**config.mk**
```make
export PLATFORM = sky130hd
export DESIGN_NAME = dp_contention_arb
export DESIGN_NICKNAME = d
export VERILOG_FILES = /design/src/rtl/arb_pkg.sv /design/src/rtl/arb_datapath.sv /design/src/rtl/arb_control.sv /design/src/rtl/dp_contention_arb.sv
export SDC_FILE = /design/constraint.sdc
export NUM_CORES = 1
export LEC_CHECK = 0
export BUFFER_PORTS_ARGS = -buffer_cell sky130_fd_sc_hd__buf_2
export CAP_MARGIN = 0
export CORE_MARGIN = 5
export CORE_UTILIZATION = 53
export CTS_CLUSTER_SIZE = 25
export DETAILED_ROUTE_END_ITERATION = 10
export GPL_TIMING_DRIVEN = 0
export HOLD_SLACK_MARGIN = 0.15
export PLACE_DENSITY = 0.82
export SYNTH_ARGS = -nofsm -noshare
export SYNTH_HDL_FRONTEND = slang
export SYNTH_SLANG_ARGS = --single-unit
```
**constraint.sdc**
```tcl
create_clock -name clk -period 3.9 [get_ports clk]
set_input_delay 0 -clock clk [delete_from_list [all_inputs] [get_ports clk]]
set_output_delay 0 -clock clk [all_outputs]
set_load 0.01 [all_outputs]
```
**src/rtl/arb_pkg.sv**
```systemverilog
package arb_pkg;
  typedef enum logic [1:0] {
    OWN_NONE  = 2'd0,
    OWN_LEFT  = 2'd1,
    OWN_RIGHT = 2'd2
  } ownerE;

  // status from datapath to control
  typedef struct packed {
    logic match;
    logic leftHeld;
    logic rightHeld;
  } arbStatusT;

  // strobes from control to datapath
  typedef struct packed {
    logic leftWins;
    logic rightWins;
  } arbStrobeT;
endpackage

```
**src/rtl/arb_datapath.sv**
```systemverilog
module arb_datapath
  import arb_pkg::*;
#(
  parameter int ADDR_W = 14
) (
  input  logic              clk,
  input  logic              rstN,
  input  logic              masterMode,
  input  logic              leftCeN,
  input  logic [ADDR_W-1:0] leftAddr,
  input  logic              leftRwN,
  input  logic              rightCeN,
  input  logic [ADDR_W-1:0] rightAddr,
  input  logic              rightRwN,
  input  logic              leftBusyInN,
  input  logic              rightBusyInN,
  input  arbStrobeT         strobe,
  output arbStatusT         status,
  output logic              leftBusyOutN,
  output logic              rightBusyOutN,
  output logic              leftWrEn,
  output logic              rightWrEn
);
  logic              leftPrevEn, rightPrevEn;
  logic [ADDR_W-1:0] leftPrevAddr, rightPrevAddr;
  logic              leftBusyEff, rightBusyEff;

  // arrival history: enabled address seen in the previous cycle
  always_ff @(posedge clk or negedge rstN) begin
    if (!rstN) begin
      leftPrevEn    <= 1'b0;
      rightPrevEn   <= 1'b0;
      leftPrevAddr  <= '0;
      rightPrevAddr <= '0;
    end else begin
      leftPrevEn    <= !leftCeN;
      rightPrevEn   <= !rightCeN;
      leftPrevAddr  <= leftAddr;
      rightPrevAddr <= rightAddr;
    end
  end

  always_comb begin
    status.match     = !leftCeN && !rightCeN && (leftAddr == rightAddr);
    status.leftHeld  = !leftCeN && leftPrevEn && (leftPrevAddr == leftAddr);
    status.rightHeld = !rightCeN && rightPrevEn && (rightPrevAddr == rightAddr);
  end

  always_comb begin
    if (masterMode) begin
      leftBusyEff   = strobe.rightWins;
      rightBusyEff  = strobe.leftWins;
      leftBusyOutN  = !strobe.rightWins;
      rightBusyOutN = !strobe.leftWins;
    end else begin
      leftBusyEff   = !leftBusyInN;
      rightBusyEff  = !rightBusyInN;
      leftBusyOutN  = 1'b1;
      rightBusyOutN = 1'b1;
    end
    leftWrEn  = !leftCeN && !leftRwN && !leftBusyEff;
    rightWrEn = !rightCeN && !rightRwN && !rightBusyEff;
  end

  AST_NO_MATCH_NO_BUSY: assert property (@(posedge clk) disable iff (!rstN)
    !status.match |-> (leftBusyOutN && rightBusyOutN));
  AST_ONE_BUSY: assert property (@(posedge clk) disable iff (!rstN)
    !(!leftBusyOutN && !rightBusyOutN));
  AST_SLAVE_QUIET: assert property (@(posedge clk) disable iff (!rstN)
    !masterMode |-> (leftBusyOutN && rightBusyOutN));
  AST_WR_NEEDS_SEL: assert property (@(posedge clk) disable iff (!rstN)
    (leftWrEn |-> (!leftCeN && !leftRwN)) and (rightWrEn |-> (!rightCeN && !rightRwN)));
  AST_LOSER_NO_WRITE: assert property (@(posedge clk) disable iff (!rstN)
    (masterMode && !leftBusyOutN) |-> !leftWrEn);
endmodule

```
**src/rtl/arb_control.sv**
```systemverilog
module arb_control
  import arb_pkg::*;
(
  input  logic      clk,
  input  logic      rstN,
  input  arbStatusT status,
  output arbStrobeT strobe
);
  ownerE ownerQ, ownerD;

  always_comb begin
    ownerD = OWN_NONE;
    if (status.match) begin
      if (ownerQ == OWN_LEFT && status.leftHeld)        ownerD = OWN_LEFT;
      else if (ownerQ == OWN_RIGHT && status.rightHeld) ownerD = OWN_RIGHT;
      else if (status.rightHeld && !status.leftHeld)    ownerD = OWN_RIGHT;
      else                                              ownerD = OWN_LEFT;
    end
    strobe.leftWins  = (ownerD == OWN_LEFT);
    strobe.rightWins = (ownerD == OWN_RIGHT);
  end

  always_ff @(posedge clk or negedge rstN) begin
    if (!rstN) ownerQ <= OWN_NONE;
    else       ownerQ <= ownerD;
  end

  AST_ONE_WINNER: assert property (@(posedge clk) disable iff (!rstN)
    $onehot0({strobe.leftWins, strobe.rightWins}));
  AST_WINNER_ON_MATCH: assert property (@(posedge clk) disable iff (!rstN)
    status.match |-> (strobe.leftWins || strobe.rightWins));
  AST_KEEP_LEFT: assert property (@(posedge clk) disable iff (!rstN)
    strobe.leftWins ##1 (status.match && status.leftHeld) |-> strobe.leftWins);
  AST_KEEP_RIGHT: assert property (@(posedge clk) disable iff (!rstN)
    strobe.rightWins ##1 (status.match && status.rightHeld) |-> strobe.rightWins);
endmodule

```
**src/rtl/dp_contention_arb.sv**
```systemverilog
module dp_contention_arb
  import arb_pkg::*;
#(
  parameter int ADDR_W = 14
) (
  input  logic              clk,
  input  logic              rstN,
  input  logic              masterMode,
  input  logic              leftCeN,
  input  logic [ADDR_W-1:0] leftAddr,
  input  logic              leftRwN,
  input  logic              rightCeN,
  input  logic [ADDR_W-1:0] rightAddr,
  input  logic              rightRwN,
  input  logic              leftBusyInN,
  input  logic              rightBusyInN,
  output logic              leftBusyOutN,
  output logic              rightBusyOutN,
  output logic              leftWrEn,
  output logic              rightWrEn
);
  arbStatusT status;
  arbStrobeT strobe;

  arb_datapath #(.ADDR_W(ADDR_W)) dp_i (
    .clk(clk), .rstN(rstN), .masterMode(masterMode),
    .leftCeN(leftCeN), .leftAddr(leftAddr), .leftRwN(leftRwN),
    .rightCeN(rightCeN), .rightAddr(rightAddr), .rightRwN(rightRwN),
    .leftBusyInN(leftBusyInN), .rightBusyInN(rightBusyInN),
    .strobe(strobe), .status(status),
    .leftBusyOutN(leftBusyOutN), .rightBusyOutN(rightBusyOutN),
    .leftWrEn(leftWrEn), .rightWrEn(rightWrEn)
  );

  arb_control ctl_i (
    .clk(clk), .rstN(rstN), .status(status), .strobe(strobe)
  );

  AST_RESET_IDLE: assert property (@(posedge clk) disable iff (!rstN)
    $rose(rstN) |-> (leftBusyOutN && rightBusyOutN));
endmodule

```
## Word level (Yosys, flattened, before mapping)

Index checks and enable logic that the tools add are counted.

| storage, ports and cells | value |
|---|---|
| flip-flop bits (word level) | 32 |
| logic and storage cells | 44 |

| cells by class | value |
|---|---|
| reductions and logical operators | 24 |
| multiplexer cells | 8 |
| eq/ne operators | 7 |

Operators with widths:

| operator | number |
|---|---|
| 14-bit equality test | 3 |
| 1-bit logical AND | 13 |
| 1-bit logical NOT | 11 |
| 2-bit two-way mux | 4 |
| 2-bit by 1-bit equality test with 1-bit output (second input constant) | 2 |
| 2-bit equality test (second input constant) | 2 |
| 1-bit two-way mux | 4 |

## Logic depth before layout (Yosys ltp)

| depth | value |
|---|---|
| word-level depth | 13 |
| depth in mapped cells | 5 |

## By module

From an unflattened synthesis, not the netlist that was laid out.

| second synthesis, totals | value |
|---|---|
| cells, all modules | 108 |
| area total of the unflattened synthesis | 1380.1 sq um |

Modules (own cells, without submodules):

| module | seq. area each (sq um) | cells each | area each (sq um) | times used |
|---|---|---|---|---|
| arb_datapath | 750.7 | 98 | 1283.7 | 1 |
| arb_control | 50.0 | 10 | 96.3 | 1 |

## Least setup slack after synthesis

OpenSTA, ideal clock, no wires.

| timing path | value |
|---|---|
| path type | flip-flop to output port |
| start point | reg dp_i.leftPrevAddr[11] |
| end point | out leftWrEn |
| path slack | 2.555 ns |
| path buffers | 0 |
| stages on the path, launching flop included | 6 |
| required time | 3.900 ns |
| arrival time | 1.345 ns |
| cell sequence | dfrtp_1 xor2_1 nor4_1 nand4_1 o211a_1 a21oi_1 |

| on the way | value |
|---|---|
| cells in the longest elaborated chain, start to end | 12 |
| elaborated cells between the ends (all ways) | 13 |
| those cells by class | eq/ne: 2; mux: 5; reduce/logical: 6 |

Ends and longest elaborated chain:

| what | line | RTL |
|---|---|---|
| start, declared | arb_datapath.sv:25 | `logic [ADDR_W-1:0] leftPrevAddr, rightPrevAddr;` |
| start signal, assigned | arb_datapath.sv:38 | `leftPrevAddr <= leftAddr;` |
| 14-bit equality test * | arb_datapath.sv:45 | `status.leftHeld = !leftCeN && leftPrevEn && (leftPrevAddr == leftAddr);` |
| 1-bit logical AND * | arb_datapath.sv:45 |  |
| 1-bit logical NOT | arb_control.sv:16 | `else if (status.rightHeld && !status.leftHeld) ownerD = OWN_RIGHT;` |
| 1-bit logical AND | arb_control.sv:16 |  |
| 2-bit two-way mux | arb_control.sv:16 |  |
| 2-bit two-way mux | arb_control.sv:15 | `else if (ownerQ == OWN_RIGHT && status.rightHeld) ownerD = OWN_RIGHT;` |
| 2-bit two-way mux * | arb_control.sv:14 | `if (ownerQ == OWN_LEFT && status.leftHeld) ownerD = OWN_LEFT;` |
| 2-bit two-way mux * | arb_control.sv:13 | `if (status.match) begin` |
| 2-bit equality test * | arb_control.sv:20 | `strobe.rightWins = (ownerD == OWN_RIGHT);` |
| 1-bit two-way mux * | arb_datapath.sv:50 | `if (masterMode) begin` |
| 1-bit logical NOT * | arb_datapath.sv:61 | `leftWrEn = !leftCeN && !leftRwN && !leftBusyEff;` |
| 1-bit logical AND * | arb_datapath.sv:61 |  |
| end, declared | dp_contention_arb.sv:19 | `output logic leftWrEn,` |

Mark *: on every way between the ends. The rest lies on a longest branch, timed or not.

## Worst setup path after layout

| timing path | value |
|---|---|
| start point | in leftAddr[7] |
| end point | out leftWrEn |

| on the way | value |
|---|---|
| cells in the longest elaborated chain, start to end | 12 |
| elaborated cells between the ends (all ways) | 15 |
| those cells by class | eq/ne: 3; mux: 5; reduce/logical: 7 |

Ends and longest elaborated chain:

| what | line | RTL |
|---|---|---|
| start, declared | dp_contention_arb.sv:10 | `input logic [ADDR_W-1:0] leftAddr,` |
| 14-bit equality test | arb_datapath.sv:45 |  |
| 1-bit logical AND | arb_datapath.sv:45 |  |
| 1-bit logical NOT | arb_control.sv:16 |  |
| 1-bit logical AND | arb_control.sv:16 |  |
| 2-bit two-way mux | arb_control.sv:16 |  |
| 2-bit two-way mux | arb_control.sv:15 |  |
| 2-bit two-way mux | arb_control.sv:14 |  |
| 2-bit two-way mux * | arb_control.sv:13 |  |
| 2-bit equality test * | arb_control.sv:20 |  |
| 1-bit two-way mux * | arb_datapath.sv:50 |  |
| 1-bit logical NOT * | arb_datapath.sv:61 |  |
| 1-bit logical AND * | arb_datapath.sv:61 |  |

Marked as above.

==> metrics <==
Placed Instance Area 1600 sq um; RR Endpoint ctl_i.ownerQ[1]$_DFF_PN0_; Core Rows 18; Port-buffer cells 40; CTS resizes 0; cells after synthesis 107; final instance area a little under 2000 sq um; DRC violations left 0; H-tree Lvls 2; All-Layer GR Usage 22.2%; commonest non-fill, non-tap cell in the layout buf_2; Clock Tree Buf Depth 2; clock skew about 0.0064 ns; layout cells sized above 1 26.3%; top-level I/O count 41; Worst R2R Start dp_i.leftPrevAddr[1]$_DFF_PN0_; Total Wirelength 3530 um; CP max FO 4; RePlAce Congestion 0.866; Vias per Instance 5.24; Slew @ Worst Pin slightly below 0.7 ns; hold crit path type in2async; Slew Viols, Final 0; post-CTS setup buffers 0; Power Density 340 nW/um^2; Cells after DPL 177; CP required about 3.9 ns; most frequent cells in the layout buf_2 (40), dfrtp_1 (32), dlygate4sd3_1 (31); CP arrival 2.09 ns; RSZ-0062 raised after global routing false; flops & latches, synth 32; Vert. Die Dim 60.6 um; worst reg-to-reg setup slack approximately 2.3 ns; R2R cell count 5; Min Hold Slack between 0.2 and 0.25 ns; final hold vios 0; Startpoint Class input port; Area growth, synth to finish 44.9%; die area 3670 sq um; post-synthesis instance area 1360 sq um; Slew headroom 54.8%; Setup violations, final 0; MaxCap Viol Count 0; fmax 478 MHz; vias in the first global route 1187; period utilization 53.7%; status finished, final reports clean; initial drt markers 52; YS warnings 0; setup TNS 0 ns; Worst-path clk slew roughly 0.11 ns; Wirelength per Cell 16.4 um; remaining global-route overflow 0; Detailed Routing Iterations Pass 1 4; diode count 0; Avg Cell Area, Syn ~13 sq um; core footprint 2450 sq um; critical path type in2out; Vias 1131; root buffer cell clkbuf_4; Synth Net Count between 100 and 150; post-DP HPWL 2070 um; Num CTS Buffers 5; sequential-to-total area share from yosys stat 59.0%; Initial Utilization 55.3%; nets 222; Clock Sink Count 32; post-route ant nets 0; non-filler cells, final 216; VDD IR max 0.361 mV; CP Capture Type output pin; initial antenna violation count 0; Pleak 0.876 nW; first-pass GRT wire length 5690 um; die width 60.6 um; post-synthesis cell type count 16; pin count of the biggest net entering global routing 33; Final min period 2.09 ns; CTS tree yes; Clk Latency, worst-skew pair 0.33 ns
## synthesized netlist by cell type, drive strengths merged
| master | n | area share, % |
|---|---|---|
| dfrtp | 32 | 59 |
| xnor2 | 25 | 16 |
| xor2 | 17 | 11 |
| nand4 | 7 | 3.2 |
| nor4 | 6 | 3.2 |
| nor2 | 5 | 1.4 |
| inv | 4 | 1.1 |
| a21oi | 2 | 0.74 |
| nand2 | 2 | 0.55 |
| o21ai | 2 | 0.74 |
| nand3 | 1 | 0.37 |
| o2111a | 1 | 0.83 |
| o211a | 1 | 0.74 |
| o211ai | 1 | 0.55 |
| or3 | 1 | 0.46 |
## critical path, cell delays in order
cell and delay [ns]:
dlygate4sd3_1 0.56, buf_2 0.16, xor2_1 0.16, nor4_1 0.36, nand4_1 0.19, nor4_2 0.36
a21oi_1 0.15, buf_2 0.16
## stage by stage
step / util [%] / setup WS [ns] / power, mW
2_1_floorplan: - / 2.56 / 0.399
3_3_place_gp: 65.0 / 2.40 / 0.443
3_5_place_dp: 65.0 / 2.37 / 0.445
4_1_cts: 80.1 / 1.98 / 0.663
5_1_grt: 80.1 / 1.63 / 0.696
6_report: 80.1 / 1.81 / 0.670
## state kept, by name, summed over array words and instances (netlist names)
register / flops
dp_i.leftPrevAddr: 14
dp_i.rightPrevAddr: 14
ctl_i.ownerQ: 2
dp_i.leftPrevEn: 1
dp_i.rightPrevEn: 1
## report_power, final
part	leakage, nW	switching (mW)	total [mW]	internal, mW
logic	0.460	0.0521	0.113	0.0609
registers	0.378	0.00705	0.354	0.347
clock network	0.0380	0.117	0.202	0.0857
## cell families after synthesis
family                 after synthesis  synth area share (%)
flip-flops                          32                  59.0
XOR/XNOR                            42                  27.1
buffers and inverters                4                  1.11
AO/OA/AOI/OAI                        7                  3.59
AND/OR/NAND/NOR                     22                  9.22
## layer usage
| layer | track usage [%] | part of all wire [%] |
|---|---|---|
| met1 | 26.2 | 38 |
| met2 | 37.7 | 50 |
| met3 | 6.60 | 7.4 |
| met4 | 9.29 | 3.6 |
| met5 | 0 | 0 |
## repair_timing
item                       4_1_cts  5_1_grt
setup endpoints to repair        0        0
hold endpoints to repair        64        0
hold buffers                    31        0
## worst max path at each step
stage | startpoint | cells past startpoint | to | slack (ns)
after global routing | leftAddr[7] | 8 | rightWrEn | 1.63
final | leftAddr[7] | 8 | leftWrEn | 1.81
after floorplan | dp_i.leftPrevAddr[11]$_DFF_PN0_ | 5 | leftWrEn | 2.56
after detailed placement | dp_i.leftPrevAddr[10]$_DFF_PN0_ | 6 | rightWrEn | 2.37
after global placement | dp_i.leftPrevAddr[11]$_DFF_PN0_ | 6 | rightWrEn | 2.40
after CTS | dp_i.leftPrevAddr[1]$_DFF_PN0_ | 6 | rightWrEn | 1.98
## final cells by class
| class | count | area [sq um] |
|---|---|---|
| Sequential cell | 32 | 801 |
| Multi-Input combinational cell | 71 | 542 |
| Timing Repair Buffer | 71 | 510 |
| Fill cell | 126 | 488 |
| Clock buffer | 6 | 51.3 |
| Tap cell | 30 | 37.5 |
| Inverter | 4 | 15.0 |
| Clock inverter | 2 | 10.0 |
No activity file was read; power rests on OpenSTA's default activity.
